[config.mk]
export PLATFORM = sky130hd
export DESIGN_NAME = fwd_mode_gate
export DESIGN_NICKNAME = d
export VERILOG_FILES = /design/src/rtl/fwd_gate_pkg.sv /design/src/rtl/fwd_gate_crc.sv /design/src/rtl/fwd_gate_len.sv /design/src/rtl/fwd_gate_errcnt.sv /design/src/rtl/fwd_mode_gate.sv
export SDC_FILE = /design/constraint.sdc
export NUM_CORES = 1
export LEC_CHECK = 0
export ABC_AREA = 1
export BUFFER_PORTS_ARGS = -buffer_cell sky130_fd_sc_hd__buf_2
export CORE_ASPECT_RATIO = 0.75
export CORE_MARGIN = 10
export CORE_UTILIZATION = 50
export CTS_CLUSTER_DIAMETER = 40
export DETAILED_ROUTE_END_ITERATION = 6
export PLACE_DENSITY_LB_ADDON = 0.08
export SLEW_MARGIN = 20
export SYNTH_ARGS = -nofsm -noshare
export SYNTH_HDL_FRONTEND = slang
export SYNTH_SLANG_ARGS = --single-unit
[constraint.sdc]
create_clock -name clk -period 2.9 [get_ports clk]
set_input_delay 0.435 -clock clk [delete_from_list [all_inputs] [get_ports clk]]
set_output_delay 0.435 -clock clk [all_outputs]
set_load 0.01 [all_outputs]
[src/rtl/fwd_gate_pkg.sv]
package fwd_gate_pkg;

    typedef enum logic [1:0] {
        MODE_CUT       = 2'b00,
        MODE_FRAG      = 2'b01,
        MODE_STORE     = 2'b10,
        MODE_STORE_ALT = 2'b11
    } fwd_mode_e;

    typedef enum logic [1:0] {
        ST_IDLE,
        ST_WAIT,
        ST_PASS,
        ST_STORE
    } gate_state_e;

    typedef enum logic [2:0] {
        CL_GOOD,
        CL_FRAG,
        CL_RUNT,
        CL_GIANT,
        CL_CRC
    } frame_class_e;

    localparam int ERR_KINDS = 4;
    localparam int ERR_RUNT  = 0;
    localparam int ERR_GIANT = 1;
    localparam int ERR_CRC   = 2;
    localparam int ERR_FRAG  = 3;

    localparam logic [31:0] CRC_POLY_REFL = 32'hEDB8_8320;
    localparam logic [31:0] CRC_SEED      = 32'hFFFF_FFFF;
    localparam logic [31:0] CRC_GOOD_REG  = 32'hDEBB_20E3;

    // one byte through the reflected CRC-32, low bit first
    function automatic logic [31:0] crc_byte(input logic [31:0] c, input logic [7:0] d);
        logic [31:0] r;
        r = c;
        for (int i = 0; i < 8; i++) begin
            if (r[0] ^ d[i])
                r = (r >> 1) ^ CRC_POLY_REFL;
            else
                r = r >> 1;
        end
        return r;
    endfunction

endpackage

[src/rtl/fwd_gate_crc.sv]
module fwd_gate_crc
    import fwd_gate_pkg::*;
(
    input  logic        clk,
    input  logic        rst_n,
    input  logic        byte_en,
    input  logic        first,
    input  logic [7:0]  data,
    output logic [31:0] crc_next
);

    logic [31:0] crc_q;
    logic [31:0] seed;

    assign seed     = first ? CRC_SEED : crc_q;
    assign crc_next = crc_byte(seed, data);

    always_ff @(posedge clk or negedge rst_n) begin
        if (!rst_n)
            crc_q <= CRC_SEED;
        else if (byte_en)
            crc_q <= crc_next;
    end

endmodule

[src/rtl/fwd_gate_len.sv]
module fwd_gate_len #(
    parameter int LEN_W = 12
) (
    input  logic             clk,
    input  logic             rst_n,
    input  logic             byte_en,
    input  logic             first,
    output logic [LEN_W-1:0] len_next
);

    localparam logic [LEN_W-1:0] LEN_TOP = '1;

    logic [LEN_W-1:0] len_q;

    always_comb begin
        if (first)
            len_next = LEN_W'(1);
        else if (len_q == LEN_TOP)
            len_next = len_q;
        else
            len_next = len_q + LEN_W'(1);
    end

    always_ff @(posedge clk or negedge rst_n) begin
        if (!rst_n)
            len_q <= '0;
        else if (byte_en)
            len_q <= len_next;
    end

endmodule

[src/rtl/fwd_gate_errcnt.sv]
module fwd_gate_errcnt #(
    parameter int KINDS = 4,
    parameter int CNT_W = 16
) (
    input  logic                   clk,
    input  logic                   rst_n,
    input  logic [KINDS-1:0]       inc,
    output logic [KINDS*CNT_W-1:0] counts
);

    localparam logic [CNT_W-1:0] CNT_TOP = '1;

    for (genvar k = 0; k < KINDS; k++) begin : g_cnt
        logic [CNT_W-1:0] cnt_q;
        always_ff @(posedge clk or negedge rst_n) begin
            if (!rst_n)
                cnt_q <= '0;
            else if (inc[k] && cnt_q != CNT_TOP)
                cnt_q <= cnt_q + CNT_W'(1);
        end
        assign counts[k*CNT_W +: CNT_W] = cnt_q;
    end

endmodule

[src/rtl/fwd_mode_gate.sv]
module fwd_mode_gate
    import fwd_gate_pkg::*;
#(
    parameter int CNT_W     = 16,
    parameter int LEN_W     = 12,
    parameter int CUT_LEN   = 6,
    parameter int FRAG_LEN  = 64,
    parameter int MIN_LEN   = 64,
    parameter int MAX_LEN   = 1518,
    parameter int MAC_BYTES = 6
) (
    input  logic                   clk,
    input  logic                   rst_n,
    input  logic                   rx_valid,
    input  logic                   rx_sof,
    input  logic                   rx_eof,
    input  logic [7:0]             rx_data,
    input  logic [1:0]             mode_sel,
    output logic                   release_o,
    output logic [MAC_BYTES*8-1:0] dst_mac_o,
    output logic                   accept_o,
    output logic                   drop_o,
    output logic [CNT_W-1:0]       runt_cnt_o,
    output logic [CNT_W-1:0]       giant_cnt_o,
    output logic [CNT_W-1:0]       crc_cnt_o,
    output logic [CNT_W-1:0]       frag_cnt_o
);

    localparam int MAC_W = MAC_BYTES * 8;

    gate_state_e  state_q, state_d, entry_state;
    fwd_mode_e    mode_q, mode_eff;
    frame_class_e cls;

    logic                 start, byte_en, end_f, is_store, hit, released;
    logic [LEN_W-1:0]     thr, len_next;
    logic [31:0]          crc_next;
    logic [ERR_KINDS-1:0] err_inc;
    logic [ERR_KINDS*CNT_W-1:0] err_counts;

    assign start    = rx_valid && rx_sof;
    assign byte_en  = rx_valid && (rx_sof || state_q != ST_IDLE);
    assign end_f    = byte_en && rx_eof;
    assign mode_eff = start ? fwd_mode_e'(mode_sel) : mode_q;
    assign is_store = (mode_eff == MODE_STORE) || (mode_eff == MODE_STORE_ALT);

    fwd_gate_len #(.LEN_W(LEN_W)) u_len (
        .clk      (clk),
        .rst_n    (rst_n),
        .byte_en  (byte_en),
        .first    (start),
        .len_next (len_next)
    );

    fwd_gate_crc u_crc (
        .clk      (clk),
        .rst_n    (rst_n),
        .byte_en  (byte_en),
        .first    (start),
        .data     (rx_data),
        .crc_next (crc_next)
    );

    // release threshold of the latched policy
    always_comb begin
        unique case (mode_eff)
            MODE_CUT:                   thr = LEN_W'(CUT_LEN);
            MODE_FRAG:                  thr = LEN_W'(FRAG_LEN);
            MODE_STORE, MODE_STORE_ALT: thr = '0;
        endcase
    end

    assign hit = byte_en && !is_store
              && (start || state_q == ST_WAIT)
              && (len_next == thr);

    assign released = hit || (state_q == ST_PASS && !start);

    // verdict for the byte now being taken, meaningful at frame end
    always_comb begin
        cls = CL_GOOD;
        if (!is_store && !released)
            cls = CL_FRAG;
        else if (len_next < LEN_W'(MIN_LEN))
            cls = CL_RUNT;
        else if (len_next > LEN_W'(MAX_LEN))
            cls = CL_GIANT;
        else if (crc_next != CRC_GOOD_REG)
            cls = CL_CRC;
    end

    assign entry_state = is_store ? ST_STORE : (hit ? ST_PASS : ST_WAIT);

    always_comb begin
        state_d = state_q;
        if (byte_en) begin
            unique case (state_q)
                ST_IDLE:  state_d = entry_state;
                ST_WAIT:  state_d = start ? entry_state : (hit ? ST_PASS : ST_WAIT);
                ST_PASS:  state_d = start ? entry_state : ST_PASS;
                ST_STORE: state_d = start ? entry_state : ST_STORE;
            endcase
            if (rx_eof)
                state_d = ST_IDLE;
        end
    end

    always_ff @(posedge clk or negedge rst_n) begin
        if (!rst_n)
            state_q <= ST_IDLE;
        else
            state_q <= state_d;
    end

    always_ff @(posedge clk or negedge rst_n) begin
        if (!rst_n) begin
            release_o <= 1'b0;
            accept_o  <= 1'b0;
            drop_o    <= 1'b0;
            dst_mac_o <= '0;
            mode_q    <= MODE_CUT;
        end else begin
            release_o <= hit || (end_f && is_store && cls == CL_GOOD);
            accept_o  <= end_f && cls == CL_GOOD;
            drop_o    <= end_f && cls != CL_GOOD;
            if (start)
                mode_q <= fwd_mode_e'(mode_sel);
            if (byte_en && len_next <= LEN_W'(MAC_BYTES))
                dst_mac_o <= {dst_mac_o[MAC_W-9:0], rx_data};
        end
    end

    always_comb begin
        err_inc            = '0;
        err_inc[ERR_RUNT]  = end_f && cls == CL_RUNT;
        err_inc[ERR_GIANT] = end_f && cls == CL_GIANT;
        err_inc[ERR_CRC]   = end_f && cls == CL_CRC;
        err_inc[ERR_FRAG]  = end_f && cls == CL_FRAG;
    end

    fwd_gate_errcnt #(.KINDS(ERR_KINDS), .CNT_W(CNT_W)) u_err (
        .clk    (clk),
        .rst_n  (rst_n),
        .inc    (err_inc),
        .counts (err_counts)
    );

    assign runt_cnt_o  = err_counts[ERR_RUNT*CNT_W  +: CNT_W];
    assign giant_cnt_o = err_counts[ERR_GIANT*CNT_W +: CNT_W];
    assign crc_cnt_o   = err_counts[ERR_CRC*CNT_W   +: CNT_W];
    assign frag_cnt_o  = err_counts[ERR_FRAG*CNT_W  +: CNT_W];

endmodule

======== Word-level counts from Yosys, hierarchy flattened ========
Index checks and enable logic that the tools add are counted.
operators by class
  eq/ne operators ......................... 17
  reductions and logical operators ........ 35
  $lt $le $gt $ge ......................... 3
  bitwise logic cells ..................... 16
  muxes and demuxes ....................... 24
  $add $sub $neg .......................... 5
operator list
  cell                     number
  $mux W32                 9
  $not A13 Y14             8
  $add A16 B1 Y16 const B  4
  $ne A16 B16 Y1 const B   4
  $pmux W12 S3             1
  $ne A32 B32 Y1 const B   1
  $mux W12                 2
  $logic_and A1 B1 Y1      21
  $mux W2                  7
  $add A12 B1 Y12 const B  1
  $eq A12 B12 Y1           1
  $eq A12 B12 Y1 const B   1
  $gt A12 B11 Y1 const B   1
  $le A12 B3 Y1 const B    1
  $lt A12 B7 Y1 const B    1
  $mux W3                  4
  $eq A2 B2 Y1 const B     4
  $pmux W2 S4              1
  $xor A1 B1 Y1            8
  $eq A3 B2 Y1 const B     2
  $logic_or A1 B1 Y1       5
  $eq A2 B1 Y1 const B     2
  $logic_not A2 Y1         2
  $eq A3 B1 Y1 const B     1
  6 further kinds          8
storage, ports and cells
  output and inout bits ................... 115
  input port bits ......................... 15
  register bits after elaboration ......... 163

======== Longest topological paths before layout ========
  word-level depth ........................ 26
  mapped depth ............................ 23
  gate-level depth less buffers ........... 21

======== Hierarchy ========
A second synthesis with hierarchy kept.
second synthesis, totals
  cell total of the unflattened synthesis .. 1406
  area total of the unflattened synthesis .. 10196.0 sq um
modules (own cells, without submodules)
  module           area an instance (sq um)  instances  sequential area each (sq um)  cells an instance
  fwd_gate_errcnt  3980.1                    1          1601.5                        558
  fwd_gate_crc     2747.6                    1          840.8                         394
  fwd_mode_gate    2552.4                    1          1376.3                        319
  fwd_gate_len     915.9                     1          300.3                         135

======== Least setup slack after synthesis ========
Ideal clock, no wire load.
  path type ............................... flip-flop to flip-flop
  start ................................... register u_len.len_q[1]
  end ..................................... register dst_mac_o[26]
  required time ........................... 2783 ps
  path buffers ............................ 3
  slack ................................... 416 ps
  clock period less this slack ............ 2484 ps
  cell stages (with the launch flop) ...... 16
  library setup time ...................... 117 ps
  arrival time ............................ 2367 ps
  cells stage by stage .................... dfrtp_1 > ha_1 > inv_1 > nor2_4 > nand3_2 > buf_6 > nand2_1 > nand2_1 > nor2_2 > inv_2 > a2111oi_4 > nand2_1 > buf_2 > buf_2 > nand2_1 > nand2_1
on the way
  word-level cells in the longest chain between the ends .. 5
  elaborated cells between the ends (all ways) .. 6
  classes of those cells .................. add/sub (1); order compare (1); eq/ne (1); mux (2); reduce/logical (1)
ends and longest elaborated chain
  element                                                   RTL line                                RTL
  start: declaration                                        fwd_gate_len.sv:13                      logic [LEN_W-1:0] len_q;
  start signal: assignment                                  fwd_gate_len.sv:28                      len_q <= len_next;
  $add A12 B1 Y12 / $eq A12 B12 Y1 (equally long branches)  fwd_gate_len.sv:21, fwd_gate_len.sv:18
  $mux W12 *                                                fwd_gate_len.sv:18                      else if (len_q == LEN_TOP)
  $mux W12 *                                                fwd_gate_len.sv:16                      if (first)
  $le A12 B3 Y1 *                                           fwd_mode_gate.sv:128                    if (byte_en && len_next <= LEN_W'(MAC_BYTES))
  $logic_and A1 B1 Y1 *                                     fwd_mode_gate.sv:128
  end signal: assignment                                    fwd_mode_gate.sv:129                    dst_mac_o <= {dst_mac_o[MAC_W-9:0], rx_data};
  end: declaration                                          fwd_mode_gate.sv:20                     output logic [MAC_BYTES*8-1:0] dst_mac_o,
Every way passes the cells marked *; elsewhere a longest branch is shown, timed or not.
A chain may end at the register's enable or synchronous reset.

======== Worst setup path in the final report ========
  start ................................... register u_len.len_q[7]
  end ..................................... register release_o
on the way
  word-level cells in the longest chain between the ends .. 12
  elaborated cells between the ends (all ways) .. 17
  classes of those cells .................. add/sub (1); order compare (2); eq/ne (2); mux (5); reduce/logical (7)
ends and longest elaborated chain
  element                                                   RTL line                                RTL
  $add A12 B1 Y12 / $eq A12 B12 Y1 (equally long branches)  fwd_gate_len.sv:21, fwd_gate_len.sv:18
  $mux W12 *                                                fwd_gate_len.sv:18
  $mux W12 *                                                fwd_gate_len.sv:16
  branches (longest 8 deep; another with $gt A12 B11 Y1)    n/a
  $logic_or A1 B1 Y1 *                                      fwd_mode_gate.sv:123                    release_o <= hit || (end_f && is_store && cls == CL_GOOD);
  end signal: assignment                                    fwd_mode_gate.sv:123
  end: declaration                                          fwd_mode_gate.sv:19                     output logic release_o,
Mark *: on every way between the ends.

==> impl_metrics.yaml <==
yosys:
  syn_inst: 1309
  synthArstFlopShare_pct: 100
  synth.top_cell.area_share_pct: 34.4
  synth_flop_cell: "dfrtp_1"
  synth_area_leader_cell: "dfrtp_1"
  ys_ff_latch: 163
  netlist_area_mm2: 0.00954
  postSynthAreaPerCell_um2: 7.29
  yosys_warnings: 0
  synth_area_leaders: "dfrtp_1 (34%), nand2_1 (19%), dfstp_2 (8.8%)"
  syn-num-nets: 1330
  synth_enable_flop_cells: 0
  synth_seq_area_share_pct: 43.2
  synth_cell_types: 44
route:
  ant_nets: 0
  wl_per_cell_um: 15.2
  drtIter0Drc: 821
  vias_per_cell: 5.17
  wirelength_um: 26400
  drc: 0
  dr_total_vias: 8971
  drt_pass1_iterations: 7
global_routing:
  grt_pass1_wl_um: 42400
  grt_pass1_vias: 7837
  grt_max_degree: 64
  overflow: 0
  grt_antenna_before_repair: 0
  gr-usage-all-layers_pct: 20.3
floorplan:
  start_util_pct: 51.3
  dieWidth_um: 180
  num_rows: 43
  ios: 130
  die_area_mm2: 0.0251
  die_y_um: 140
  coreArea_mm2: 0.0186
timing:
  finClkSkew_ns: 0.0121
  tightest_slew_ns: 0.632
  maxSlewViolCount: 0
  max_freq_ghz: 0.360
  whs_ns: -0.0117
  setup_viol: 0
  relSlewSlack_pct: 57.9
  finalHoldViolCount: 12
  fin_ws_ns: 0.119
  period_needed_ns: 2.78
  finalCritPeriodShare_pct: 95.9
job:
  cap_violations: 0
worst_setup_path:
  crit_start: "u_len.len_q[7]$_DFFE_PN0P_"
  critical_path_class: "register to register"
  cp_max_fo: 4
  crit-reg2reg-launch: "u_len.len_q[7]$_DFFE_PN0P_"
  startpoint_type: "register"
  reg2regPathDepth: 18
  required_ns: 3.25
  endpoint_kind: "register"
  crit_path_end: "release_o$_DFF_PN0_"
  rr_endpoint: "release_o$_DFF_PN0_"
  r2r_slack_ns: 0.12
  arrival_ns: 3.13
clocking:
  clk_latency_ns: 0.43
  ctsLongestPathBuffers: 2
  htreeDepth: 4
  numCtsBuffers: 17
  clkTransAtPathRegs_ns: 0.07
  hold_buffers: 0
  cts_root_buffer: "clkbuf_16"
  cts_tree: "yes"
  cts.sinks: 163
pwr:
  combPwrFrac_pct: 43.6
  swShare_pct: 42.2
  clkPwrFrac_pct: 21.9
  ir_worst_vdd_mv: 0.513
  powerDensity_mw_per_mm2: 900
  p_int_mw: 5.96
  p_leak_nw: 6.10
  seq_power_share_pct: 34.5
  power.switching_mw: 4.35
  power_mw: 10.3
layout:
  fill_cells: 1772
  num-nets-final: 1497
  fin_util_pct: 61.6
  layoutNonFillerInstCount: 1736
  area_growth_pct: 20.1
  drive_gt1_share_pct: 20.6
  antenna_cells: 0
  design_area_mm2: 0.0115
placement:
  port_buffers: 129
  dp_cells: 1691
  placed_area_mm2: 0.0107
  post-place-ws_ns: -0.147
  routabilityCongestion: 0.925
  hpwlAfterDp_um: 19300
min_path:
  hp-class: "primary input to asynchronous set/reset pin"
status:
  outcome: "complete, but fails checks"
  failed_checks: "negative hold slack"
## cells in the mapped netlist (8+ instances only)
library cell,number
buf_2,15
clkbuf_1,15
dfrtp_1,131
dfstp_2,32
inv_1,116
nand2_1,492
nand2_2,16
nand3_1,150
nand4_1,18
nor2_1,90
nor3_1,21
nor4_1,8
o21ai_0,64
xnor2_1,22
xor2_1,48
## power groups by stage
stage | Clock (mW) | Sequential (mW) | Combinational (mW)
after floorplan | 0 | 3.66 | 2.69
after global placement | 0 | 3.57 | 4.39
after detailed placement | 0 | 3.57 | 4.42
after CTS | 2.31 | 3.54 | 4.44
after global routing | 2.39 | 3.64 | 5.06
final | 2.26 | 3.56 | 4.50
## critical path, stage by stage, from the launching register on
cell      delay (ns)
dfrtp_1         0.43
nand2_2         0.11
nor3_4          0.28
buf_4           0.17
nand3_1         0.06
nand2_1         0.07
nand2_1         0.05
nand2_1         0.13
nand2_1         0.07
inv_1           0.06
nand2_2         0.11
nor2_1          0.17
nand2_2         0.13
nand3_4         0.12
buf_4           0.14
inv_1           0.08
nor2_2          0.20
nand3_1         0.17
o21bai_1        0.16
## metrics by stage
stage | hold WS (ns) | TNS (ns)
after CTS | 0.0110 | 0
final | -0.0117 | 0
after detailed placement | 0.458 | -0.335
after global placement | 0.449 | -0.115
after global routing | 0.0169 | -0.122
after floorplan | 0.139 | 0
## cell families (layout without fill, tap and decap cells)
family,after synthesis,count (layout),synth area share [%]
XOR/XNOR,70,70,6.43
flip-flops,163,163,43.2
buffers and inverters,162,341,7.08
AND/OR/NAND/NOR,824,825,37.6
adder cells (fa/ha/maj),6,6,0.787
AO/OA/AOI/OAI,84,84,4.97
## metal layers
layer / part of all wire (%) / GRT usage [%] / vias up
li1: - / - / 4506
met1: 50 / 31.3 / 4138
met2: 42 / 28.1 / 312
met3: 7.7 / 4.20 / 15
met4: 0.61 / 4.08 / 0
met5: 0 / 0 / -
## registers in the layout, summed over array words and instances, names as in the netlist
signal / cells
u_crc.crc_q: 32
u_err.g_cnt.cnt_q: 64
drop_o: 1
dst_mac_o: 48
accept_o: 1
state_q: 2
release_o: 1
u_len.len_q: 12
mode_q: 2
## what timing repair did
item | 4_1_cts | 5_1_grt
setup endpoints to repair | 0 | 55
resized for setup | 0 | 20
buffers inserted | 0 | 12
## cell usage in the layout (no fill, tap or decap), types with 32 or more instances in the layout
cell type	n
buf_2	128
buf_4	50
dfrtp_1	131
dfstp_2	32
inv_1	116
nand2_1	482
nand3_1	150
nor2_1	87
o21ai_0	63
xor2_1	48
## how the worst min path moves through the flow
stage,endpoint,cells past startpoint
floorplan,accept_o$_DFF_PN0_,0
CTS,u_err.g_cnt[0].cnt_q[8]$_DFFE_PN0P_,1
finish,u_err.g_cnt[0].cnt_q[7]$_DFFE_PN0P_,1
global placement,dst_mac_o[46]$_DFFE_PN0P_,2
detailed placement,dst_mac_o[40]$_DFFE_PN0P_,2
global route,u_err.g_cnt[0].cnt_q[7]$_DFFE_PN0P_,1
## area by class of cell
class	count	area (µm²)	area share, %
multi-input combinational	985	4820	42.1
sequential	163	4120	35.9
timing repair buffer	186	1160	10.1
clock buffer	22	474	4.14
inverter	123	462	4.03
tap	247	309	2.70
clock inverter	10	111	0.972
Power figures use the tool's default switching activity.
